## src/rtl/xmode_pkg.sv

```systemverilog
package xmode_pkg;

   localparam int MODE_W = 3;
   localparam int SIZE_W = 2;

   typedef enum logic [MODE_W-1:0] {
      MD_LEG16  = 3'd0,
      MD_LEG32  = 3'd1,
      MD_CMP16  = 3'd2,
      MD_CMP32  = 3'd3,
      MD_LONG64 = 3'd4,
      MD_RSVD   = 3'd7
   } xmode_e;

   typedef enum logic [SIZE_W-1:0] {
      SZ_16 = 2'd0,
      SZ_32 = 2'd1,
      SZ_64 = 2'd2
   } xsize_e;

   typedef struct packed {
      xmode_e mode;
      xsize_e op;
      xsize_e ad;
      logic   fault;
      logic   lim4g;
   } xdec_t;

   localparam xdec_t XDEC_RST = '{mode: MD_LEG16, op: SZ_16, ad: SZ_16,
                                  fault: 1'b0, lim4g: 1'b0};

   function automatic xsize_e flip16_32(input xsize_e s);
      return (s == SZ_16) ? SZ_32 : SZ_16;
   endfunction

endpackage

```

## src/rtl/xmode_classify.sv

```systemverilog
module xmode_classify
   import xmode_pkg::*;
(
   input  logic   lm_en,
   input  logic   seg_long,
   input  logic   seg_dflt,
   output xmode_e mode,
   output logic   fault,
   output logic   lim4g
);

   always_comb begin
      if (!lm_en) begin
         mode = seg_dflt ? MD_LEG32 : MD_LEG16;
      end else if (seg_long) begin
         mode = seg_dflt ? MD_RSVD : MD_LONG64;
      end else begin
         mode = seg_dflt ? MD_CMP32 : MD_CMP16;
      end
   end

   always_comb begin
      fault = 1'b0;
      lim4g = 1'b0;
      unique case (mode)
         MD_RSVD:            fault = 1'b1;
         MD_CMP16, MD_CMP32: lim4g = 1'b1;
         default: ;
      endcase
   end

endmodule

```

## src/rtl/xmode_size_resolve.sv

```systemverilog
module xmode_size_resolve
   import xmode_pkg::*;
(
   input  xmode_e mode,
   input  logic   w64,
   input  logic   opsz,
   input  logic   adsz,
   output xsize_e op_size,
   output xsize_e ad_size
);

   xsize_e base;

   always_comb begin
      base = ((mode == MD_LEG32) || (mode == MD_CMP32)) ? SZ_32 : SZ_16;
   end

   always_comb begin
      op_size = SZ_32;
      ad_size = SZ_32;
      case (mode)
         MD_LEG16, MD_LEG32, MD_CMP16, MD_CMP32: begin
            op_size = opsz ? flip16_32(base) : base;
            ad_size = adsz ? flip16_32(base) : base;
         end
         MD_LONG64: begin
            if (w64)       op_size = SZ_64;
            else if (opsz) op_size = SZ_16;
            else           op_size = SZ_32;
            ad_size = adsz ? SZ_32 : SZ_64;
         end
         default: begin
            op_size = SZ_32;
            ad_size = SZ_32;
         end
      endcase
   end

endmodule

```

## src/rtl/xmode_out_stage.sv

```systemverilog
module xmode_out_stage
   import xmode_pkg::*;
#(
   parameter int REG_OUT = 1
) (
   input  logic  clk,
   input  logic  rst_n,
   input  xdec_t d,
   output xdec_t q
);

   generate
      if (REG_OUT != 0) begin : g_reg
         xdec_t q_r;
         always_ff @(posedge clk) begin
            if (!rst_n) q_r <= XDEC_RST;
            else        q_r <= d;
         end
         assign q = q_r;
      end else begin : g_comb
         assign q = d;
      end
   endgenerate

endmodule

```

## src/rtl/xmode_decoder.sv

```systemverilog
module xmode_decoder
   import xmode_pkg::*;
#(
   parameter int REG_OUT = 1
) (
   input  logic                clk,
   input  logic                rst_n,
   input  logic                lm_en_i,
   input  logic                seg_long_i,
   input  logic                seg_dflt_i,
   input  logic                pfx_w64_i,
   input  logic                pfx_opsz_i,
   input  logic                pfx_adsz_i,
   output logic [MODE_W-1:0]   mode_o,
   output logic [SIZE_W-1:0]   op_size_o,
   output logic [SIZE_W-1:0]   addr_size_o,
   output logic                rsvd_fault_o,
   output logic                addr_lim4g_o
);

   generate
      if ((REG_OUT != 0) && (REG_OUT != 1)) begin : g_bad_param
         $error("xmode_decoder: REG_OUT must be 0 or 1");
      end
   endgenerate

   xmode_e mode_c;
   logic   fault_c;
   logic   lim_c;
   xsize_e op_c;
   xsize_e ad_c;
   xdec_t  dec_c;
   xdec_t  dec_q;

   xmode_classify u_cls (
      .lm_en    (lm_en_i),
      .seg_long (seg_long_i),
      .seg_dflt (seg_dflt_i),
      .mode     (mode_c),
      .fault    (fault_c),
      .lim4g    (lim_c)
   );

   xmode_size_resolve u_size (
      .mode    (mode_c),
      .w64     (pfx_w64_i),
      .opsz    (pfx_opsz_i),
      .adsz    (pfx_adsz_i),
      .op_size (op_c),
      .ad_size (ad_c)
   );

   always_comb begin
      dec_c.mode  = mode_c;
      dec_c.op    = op_c;
      dec_c.ad    = ad_c;
      dec_c.fault = fault_c;
      dec_c.lim4g = lim_c;
   end

   xmode_out_stage #(.REG_OUT(REG_OUT)) u_out (
      .clk   (clk),
      .rst_n (rst_n),
      .d     (dec_c),
      .q     (dec_q)
   );

   assign mode_o       = dec_q.mode;
   assign op_size_o    = dec_q.op;
   assign addr_size_o  = dec_q.ad;
   assign rsvd_fault_o = dec_q.fault;
   assign addr_lim4g_o = dec_q.lim4g;

   // long bit has no effect while long mode is off
   a_r1_legacy_only: assert property (@(posedge clk) disable iff (!rst_n)
      !lm_en_i |-> (mode_c == MD_LEG16 || mode_c == MD_LEG32));

   // a fault forces both sizes to 32 bits regardless of prefixes
   a_r3_fault_sizes: assert property (@(posedge clk) disable iff (!rst_n)
      fault_c |-> (op_c == SZ_32 && ad_c == SZ_32));

   // 64-bit request wins over the operand override in mode 4
   a_r5_w64_wins: assert property (@(posedge clk) disable iff (!rst_n)
      (mode_c == MD_LONG64 && pfx_w64_i) |-> (op_c == SZ_64));

   // no 16-bit address in mode 4
   a_r6_addr_long: assert property (@(posedge clk) disable iff (!rst_n)
      (mode_c == MD_LONG64) |-> (ad_c != SZ_16));

   // 64-bit sizes never appear outside mode 4
   a_r7_no64_outside: assert property (@(posedge clk) disable iff (!rst_n)
      (mode_c != MD_LONG64) |-> (op_c != SZ_64 && ad_c != SZ_64));

   // limit flag and fault flag never together
   a_r8_lim_excl: assert property (@(posedge clk) disable iff (!rst_n)
      !(lim_c && fault_c));

   generate
      if (REG_OUT != 0) begin : g_pipe_chk
         // registered outputs carry the previous cycle's decode
         a_r9_one_cycle: assert property (@(posedge clk) disable iff (!rst_n)
            1'b1 |=> (dec_q == $past(dec_c)));
      end
   endgenerate

endmodule

```

## config.mk

```make
export PLATFORM = sky130hd
export DESIGN_NAME = xmode_decoder
export DESIGN_NICKNAME = d
export VERILOG_FILES = /design/src/rtl/xmode_pkg.sv /design/src/rtl/xmode_classify.sv /design/src/rtl/xmode_size_resolve.sv /design/src/rtl/xmode_out_stage.sv /design/src/rtl/xmode_decoder.sv
export SDC_FILE = /design/constraint.sdc
export NUM_CORES = 1
export LEC_CHECK = 0
export BUFFER_PORTS_ARGS = -buffer_cell sky130_fd_sc_hd__buf_2
export CAP_MARGIN = 20
export CORE_AREA = 2 2 39 41
export DETAILED_ROUTE_END_ITERATION = 7
export DIE_AREA = 0 0 41 43
export GPL_TIMING_DRIVEN = 0
export PLACE_DENSITY = 0.52
export SLEW_MARGIN = 20
export SYNTH_ARGS = -nofsm -noshare
export SYNTH_HDL_FRONTEND = slang
export SYNTH_SLANG_ARGS = --single-unit
```

## constraint.sdc

```tcl
create_clock -name clk -period 1.5 [get_ports clk]
set_clock_uncertainty 0.1 [all_clocks]
set_input_delay 0.3 -clock clk [delete_from_list [all_inputs] [get_ports clk]]
set_output_delay 0.3 -clock clk [all_outputs]
set_load 0.03 [all_outputs]
```

# ---- Word-level counts from Yosys, hierarchy flattened
# Cells that the tools add are included.
dict set report totals {
  memories 0
  rom_bits 0
  regBits 9
  wordCells 31
  mem_bits_rw 0
  inputBits 8
  latch_bits 0
  output_inout_bits 9
}
dict set report classes {
  eq_ne 5
  n_div 0
  order_cmp 0
  n_reduce_logical 5
  n_mul 0
  shifts 0
  bitwise_logic 0
  n_mux 16
  add_sub_neg 0
}
# cell n
set op_table {}
lappend op_table {{2-to-1 mux 2 bit} 5}
lappend op_table {{one-hot mux 2 bit (2 select lines)} 2}
lappend op_table {{2-to-1 mux 1 bit} 7}
lappend op_table {{== test 3 x 2 -> 1 bit (second input constant)} 2}
lappend op_table {{== test 3 bit (second input constant)} 2}
lappend op_table {{2-to-1 mux 3 bit} 2}
lappend op_table {{OR reduction 4 bit} 1}
lappend op_table {{== test 3 x 1 -> 1 bit (second input constant)} 1}
lappend op_table {{zero test 3 bit} 1}
lappend op_table {{zero test 2 bit} 1}
lappend op_table {{OR reduction 2 bit} 1}
lappend op_table {{logical OR 1 bit} 1}

# ---- Logic depth before layout (Yosys ltp)
# Gate-level depths: netlist (run 1).
dict set report logic_depth {
  ltp_word 10
  depth_mapped 3
}

# ---- Modules after synthesis
# From an unflattened synthesis (run 1), not the netlist that was laid out.
dict set report unflattened {
  hier_cells 34
  hier_area_um2 337.8
}
# module cells_each instances area_per_inst_um2 seq_area_each_um2
set modules_own_cells {}
lappend modules_own_cells {xmode_out_stage 18 1 236.5 180.2}
lappend modules_own_cells {xmode_size_resolve 10 1 58.8 0.0}
lappend modules_own_cells {xmode_classify 6 1 42.5 0.0}

# ---- Worst setup path before layout (run 1)
# No wires, ideal clock.
dict set report synth_path {
  kind {reg-to-output}
  startpoint {register u_out.g_reg.q_r (netlist bit u_out.q[0])}
  endpoint {output port addr_lim4g_o}
  stages_incl_launch_ff 1
  path_slack_ns 0.641
  required_time_ns 1.100
  arrival_ns 0.459
  path_cell_list {dfxtp_1}
}
# element line
set synth_lines {}
lappend synth_lines {{start, declared} xmode_out_stage.sv:14} ;# xdec_t q_r;
lappend synth_lines {{start signal, assigned} xmode_out_stage.sv:16} ;# if (!rst_n) q_r <= XDEC_RST;
lappend synth_lines {{start signal, assigned} xmode_out_stage.sv:17} ;# else q_r <= d;
lappend synth_lines {{end, declared} xmode_decoder.sv:18} ;# output logic addr_lim4g_o
# No word-level cell between the ends.

# ---- Worst setup path after layout (run 1)
dict set report layout_path {
  startpoint {register u_out.g_reg.q_r (netlist bit u_out.q[5])}
  endpoint {output port op_size_o[1]}
}
# element line
set layout_lines {}
lappend layout_lines {{end, declared} xmode_decoder.sv:15} ;# output logic [SIZE_W-1:0] op_size_o,
# No word-level cell between the ends.

==> impl_metrics.json, run 1 <==
{
  "path_cells": "buf_2",
  "regArea_sq_um": 180.2,
  "ir_worst_vdd_uv": 310.5,
  "cts.sinks": 9,
  "cp-start-kind": "flop",
  "path_class": "reg2out",
  "die_w_um": 41,
  "cp_max_fo": 1,
  "largest_register_ffs": 9,
  "wl_um": 538,
  "ctsHtreeMaxLevel": 1,
  "timing.fmax_mhz": 882.7,
  "synth_seq_cells": 9,
  "n_fill_cell": 157,
  "grt_overflow": 0,
  "cp_top_family": "flip-flops",
  "ctsResizeCount": 0,
  "outcome": "complete, no violations",
  "clkTransAtPathRegs_ns": 0.05,
  "post-cts-setup-buffers": 0,
  "fin_area_sq_um": 421.7,
  "numCtsBuffers": 3,
  "grt_pass1_vias": 209,
  "antennaDiodeCount": 0,
  "post_drt_via_cell_ratio": 4.063,
  "synth_cells": 28,
  "hold_viol": 0,
  "start_util_pct": 21.34,
  "coreArea_sq_mm": 0.001384,
  "fin_setup_tns_ns": 0,
  "cp.required_ns": 1.10,
  "setup_viol": 0,
  "slew_viol_final": 0,
  "antenna_left": 0,
  "dpl-instance-area_sq_um": 395.4,
  "grt_usage_pct": 7.964,
  "ctsRootBufferMaster": "clkbuf_4",
  "drc_errors": 0,
  "synth_area_sq_um": 295.3,
  "grt_antenna_before_repair": 0,
  "finalCritPeriodShare_pct": 75.52,
  "io_buffers": 16,
  "cts_hold_buf": 0,
  "drive_gt1_share_pct": 47.92,
  "drv_cap": 0,
  "final_nets": 57,
  "worst_path_max_delay_cell": "dfxtp_1",
  "worstPathArrival_ns": 0.73,
  "yosysWarningCount": 0,
  "worst-path-buf-inv": 1,
  "hpwl_um": 449.2,
  "io_pins": 17,
  "die_h_um": 43,
  "tightest_slew_ns": 0.1322,
  "multi_input_area_sq_um": 111.4,
  "cts_tree": "built",
  "syn_area_per_cell_sq_um": 10.55,
  "die_area_sq_mm": 0.001763,
  "yosysSeqAreaShare_pct": 61.02,
  "synth_cell_type_count": 15,
  "rsz0062_at_grt": "no",
  "slew_headroom_pct": 91.09,
  "max_stage_delay_ns": 0.30,
  "hp-class": "in2reg",
  "min_period_ns": 1.133,
  "synthesis.nets": 36,
  "cp-end-kind": "output port",
  "gp_congestion": 0.6618,
  "wl_per_cell_um": 8.406,
  "route.vias.total": 260,
  "leakage_nw": 0.2108,
  "firstDrtPassIters": 2,
  "grt_max_degree": 9,
  "cts_max_path_buffers": 2,
  "drt-initial-drc-count": 3,
  "p_per_area_mw_per_mm2": 1162,
  "grt_pass1_wl_um": 841,
  "rows": 14,
  "area_growth_pct": 42.80
}
-- layer usage --
| layer | track usage [%] | wire, um |
|---|---|---|
| met5 | 0 | 0 |
| met4 | 10.00 | 24 |
| met3 | 4.712 | 68 |
| met2 | 8.438 | 221 |
| met1 | 9.121 | 224 |
-- path summary, 6_finish.rpt --
check,cells after the start,from,endpoint,slack [ns]
worst max-delay path,1,u_out.q[5]$_SDFF_PN0_,op_size_o[1],0.37
worst min-delay path,2,pfx_adsz_i,u_out.q[3]$_SDFF_PN0_,0.14
-- kinds of logic after synthesis --
group | synth area share [%]
AOI/OAI and AO/OA | 8.473
and+or+nand+nor | 29.24
buffers and inverters | 1.270
DFF | 61.02
-- stage by stage --
stage | utilization [%] | power, W | setup WS [ns] | cells | hold WS, ns
6_report | 30.47 | 0.0004900 | 0.3672 | 64 | 0.1445
5_1_grt | 30.47 | 0.0005243 | 0.3231 | 64 | 0.1271
4_1_cts | 30.47 | 0.0004996 | 0.3524 | 64 | 0.1364
3_5_place_dp | 28.57 | 0.0003242 | 0.4958 | 60 | 0.4031
3_3_place_gp | 28.57 | 0.0003237 | 0.5000 | 60 | 0.4056
2_1_floorplan | - | 0.0002955 | 0.6407 | 28 | 0.2695
-- Yosys cell counts --
library cell	instances	area share [%]
nand3b_1	1	2.5
and3_2	1	2.5
nand2_2	1	2.1
o21ai_0	1	1.7
and4_1	1	3.0
a31oi_1	2	4.2
nor3b_2	1	4.2
o21bai_1	1	2.5
nor2b_2	1	3.0
nand2_1	2	2.5
nor2_1	4	5.1
dfxtp_1	9	61
nand2b_1	1	2.1
and2_1	1	2.1
inv_1	1	1.3
-- placed cells by master, fill, tap and decap left out --
| master | Yosys | layout |
|---|---|---|
| dfxtp_1 | 9 | 9 |
| o21ai_0 | 1 | 1 |
| clkbuf_1 | 0 | 1 |
| nor2b_2 | 1 | 1 |
| clkbuf_4 | 0 | 3 |
| buf_2 | 0 | 16 |
| nand2_2 | 1 | 1 |
| and2_1 | 1 | 1 |
| nand2_1 | 2 | 2 |
| and4_1 | 1 | 1 |
| and3_2 | 1 | 1 |
| o21bai_1 | 1 | 1 |
| nor2_1 | 4 | 4 |
| nand2b_1 | 1 | 1 |
| a31oi_1 | 2 | 2 |
| nor3b_2 | 1 | 1 |
| nand3b_1 | 1 | 1 |
| inv_1 | 1 | 1 |
-- cell type report --
| class | instances | area share, % |
|---|---|---|
| Sequential cell | 9 | 42.73 |
| Inverter | 1 | 0.8902 |
| Tap cell | 16 | 4.748 |
| Timing Repair Buffer | 16 | 18.99 |
| Multi-Input combinational cell | 18 | 26.41 |
| Clock buffer | 4 | 6.231 |
-- power breakdown --
group | total [W] | internal [W] | switching (W) | leakage, nW
Combinational | 0.0000664 | 0.0000234 | 0.0000430 | 0.122
Sequential | 0.000251 | 0.000250 | 0.00000172 | 0.0741
Clock | 0.000172 | 0.000102 | 0.0000705 | 0.0150
Total | 0.000490 | 0.000375 | 0.000115 | 0.211
Note: power is estimated with default switching activity, not from simulation.
==> run 2, diff against run 1 <==
--- a/config.mk
+++ b/config.mk
@@ -11,7 +11,7 @@
 export DETAILED_ROUTE_END_ITERATION = 7
 export DIE_AREA = 0 0 41 43
 export GPL_TIMING_DRIVEN = 0
-export PLACE_DENSITY = 0.52
+export PLACE_DENSITY = 0.54
 export SLEW_MARGIN = 20
 export SYNTH_ARGS = -nofsm -noshare
 export SYNTH_HDL_FRONTEND = slang
==> constraint.sdc (replaced) <==
create_clock -name clk -period 0.9 [get_ports clk]
set_clock_uncertainty 0.1 [all_clocks]
set_input_delay 0.18 -clock clk [delete_from_list [all_inputs] [get_ports clk]]
set_output_delay 0.18 -clock clk [all_outputs]
set_load 0.03 [all_outputs]
==> run 2 against run 1 <==
  * The run now ends with negative hold slack, negative setup slack left
  * Die area did not move
  * Total power up 76%
  * Utilization rose by 5.0 points
  * Worst setup slack got worse by 0.45 ns
  * Clock power is 77% higher
  * Flip-flop and latch count stayed put
  * Sequential power rose by 70%
  * Via count rose by 2.3%
  * Count of clock-buffer cells in the layout shrank 1
  * Sequential share of layout area decreased by 3.7 points
  * First-iteration DRC count is 100% higher
  * Non-clock buffer count stayed put
==> impl_metrics.json, run 2 (synthesis gave the netlist of run 1 again) <==
{
  "grt_max_degree": 9,
  "dp_slack_ns": 0.02888,
  "cp-start-kind": "flop",
  "power.internal_w": 0.0006429,
  "die_area_sq_mm": 0.001763,
  "numCtsBuffers": 3,
  "timing.critical_path.to": "addr_lim4g_o",
  "cp_max_fo": 1,
  "drv_cap": 0,
  "p_per_area_mw_per_mm2": 1757,
  "hold_viol": 1,
  "finalCritPeriodShare_pct": 109.4,
  "route.vias.total": 266,
  "rows": 14,
  "p_switching_w": 0.0002191,
  "final_nets": 57,
  "worst-path-buf-inv": 1,
  "grt_pass1_vias": 236,
  "clkTransAtPathRegs_ns": 0.06,
  "wl_um": 510,
  "total_power_w": 0.0008620,
  "power_frac_seq_pct": 49.6,
  "worst_path_max_delay_cell": "dfxtp_2",
  "wl_per_cell_um": 7.969,
  "grt_pass1_wl_um": 869,
  "antenna_left": 0,
  "cp_top_family": "flip-flops",
  "path_depth": 1,
  "drt-initial-drc-count": 6,
  "post_drt_via_cell_ratio": 4.156,
  "max_stage_delay_ns": 0.32,
  "cts_tree": "built",
  "timing.fmax_mhz": 1016,
  "ctsHtreeMaxLevel": 1,
  "rsz0062_at_grt": "yes",
  "slew_headroom_pct": 90.33,
  "hp-class": "in2reg",
  "gp_congestion": 0.7234,
  "setup_viol": 9,
  "dpl-instance-area_sq_um": 395.4,
  "hold_path_startpoint": "pfx_adsz_i",
  "area_growth_pct": 66.10,
  "largest_register_ffs": 9,
  "hold_ws_ns": -0.003107,
  "die_w_um": 41,
  "drive_gt1_share_pct": 68.75,
  "path_class": "reg2out",
  "grt_overflow": 0,
  "finish.utilization_pct": 35.44,
  "switching_share_pct": 25.42,
  "grt_antenna_before_repair": 0,
  "slew_viol_final": 0,
  "setup_ws_ns": -0.08448,
  "io_buffers": 16,
  "cp.required_ns": 0.62,
  "tightest_slew_ns": 0.1447,
  "ctsRootBufferMaster": "clkbuf_4",
  "violations": "negative hold slack, negative setup slack",
  "p_comb_share_pct": 15.1,
  "cts.sinks": 9,
  "path_cells": "buf_6",
  "firstDrtPassIters": 3,
  "startpoint": "u_out.q[0]$_SDFF_PN0_",
  "min_period_ns": 0.9845,
  "grt_usage_pct": 7.654,
  "cts_max_path_buffers": 2,
  "fin_area_sq_um": 490.5,
  "start_util_pct": 21.34,
  "coreArea_sq_mm": 0.001384,
  "outcome": "complete, but fails checks",
  "antennaDiodeCount": 0,
  "ir_worst_vdd_uv": 639.0,
  "die_h_um": 43,
  "worstPathArrival_ns": 0.70,
  "drc_errors": 0,
  "hpwl_um": 429,
  "io_pins": 17,
  "p_clk_share_pct": 35.3,
  "cp-end-kind": "output port",
  "final_cell_mix": "9 x buf_6, 9 x dfxtp_2, 7 x buf_2",
  "leakage_nw": 0.2261
}
[run 2: changes by cell type in the layout (fill, tap and decap cells not counted)]
cell,change
clkinv_2,+1
dfxtp_2,+9
clkbuf_1,-1
buf_6,+9
buf_2,-9
dfxtp_1,-9
[run 2: per-layer routing]
layer	vias up	routed length, um	track usage [%]
met2	14	229	9.688
met5	-	0	0
met3	2	59	4.188
met4	0	11	8.000
met1	115	210	8.117
li1	135	-	-
[run 2: how the worst min path moves through the flow]
stage,slack (ns),depth (start not counted),to
final,-0.003,2,u_out.q[3]$_SDFF_PN0_
after global routing,-0.008,2,u_out.q[3]$_SDFF_PN0_
after CTS,-0.01,2,u_out.q[3]$_SDFF_PN0_
after detailed placement,0.28,2,u_out.q[3]$_SDFF_PN0_
after global placement,0.29,2,u_out.q[3]$_SDFF_PN0_
after floorplan,0.15,1,u_out.q[3]$_SDFF_PN0_
[run 2: layout make-up]
class,count,area (sq um)
well taps,16,20.02
repair buffers,16,136.4
inverters,1,3.754
flip-flops and latches,9,191.4
fillers,139,893.4
clock buffers,3,22.52
clock inverters,1,5.005
multi-input cells,18,111.4
[run 2: timing repair]
action                     CTS  global route
setup endpoints to repair    9             9
buffers inserted             0             0
resized for setup           27             0
hold endpoints to repair     1             1
[run 2: through the flow]
stage	cells	hold slack, ns	TNS (ns)
2_1_floorplan	28	0.1495	0
3_3_place_gp	60	0.2856	0
3_5_place_dp	60	0.2810	0
4_1_cts	64	-0.009640	-0.8177
5_1_grt	64	-0.007713	-0.9763
6_report	64	-0.003107	-0.7226
[run 2: power by group through the flow]
stage | combinational, W | sequential (W) | clock (W)
5_1_grt | 0.000141 | 0.000429 | 0.000339
4_1_cts | 0.000132 | 0.000427 | 0.000317
2_1_floorplan | 0.0000268 | 0.000466 | 0
3_3_place_gp | 0.000110 | 0.000428 | 0
6_report | 0.000130 | 0.000427 | 0.000305
3_5_place_dp | 0.000111 | 0.000428 | 0
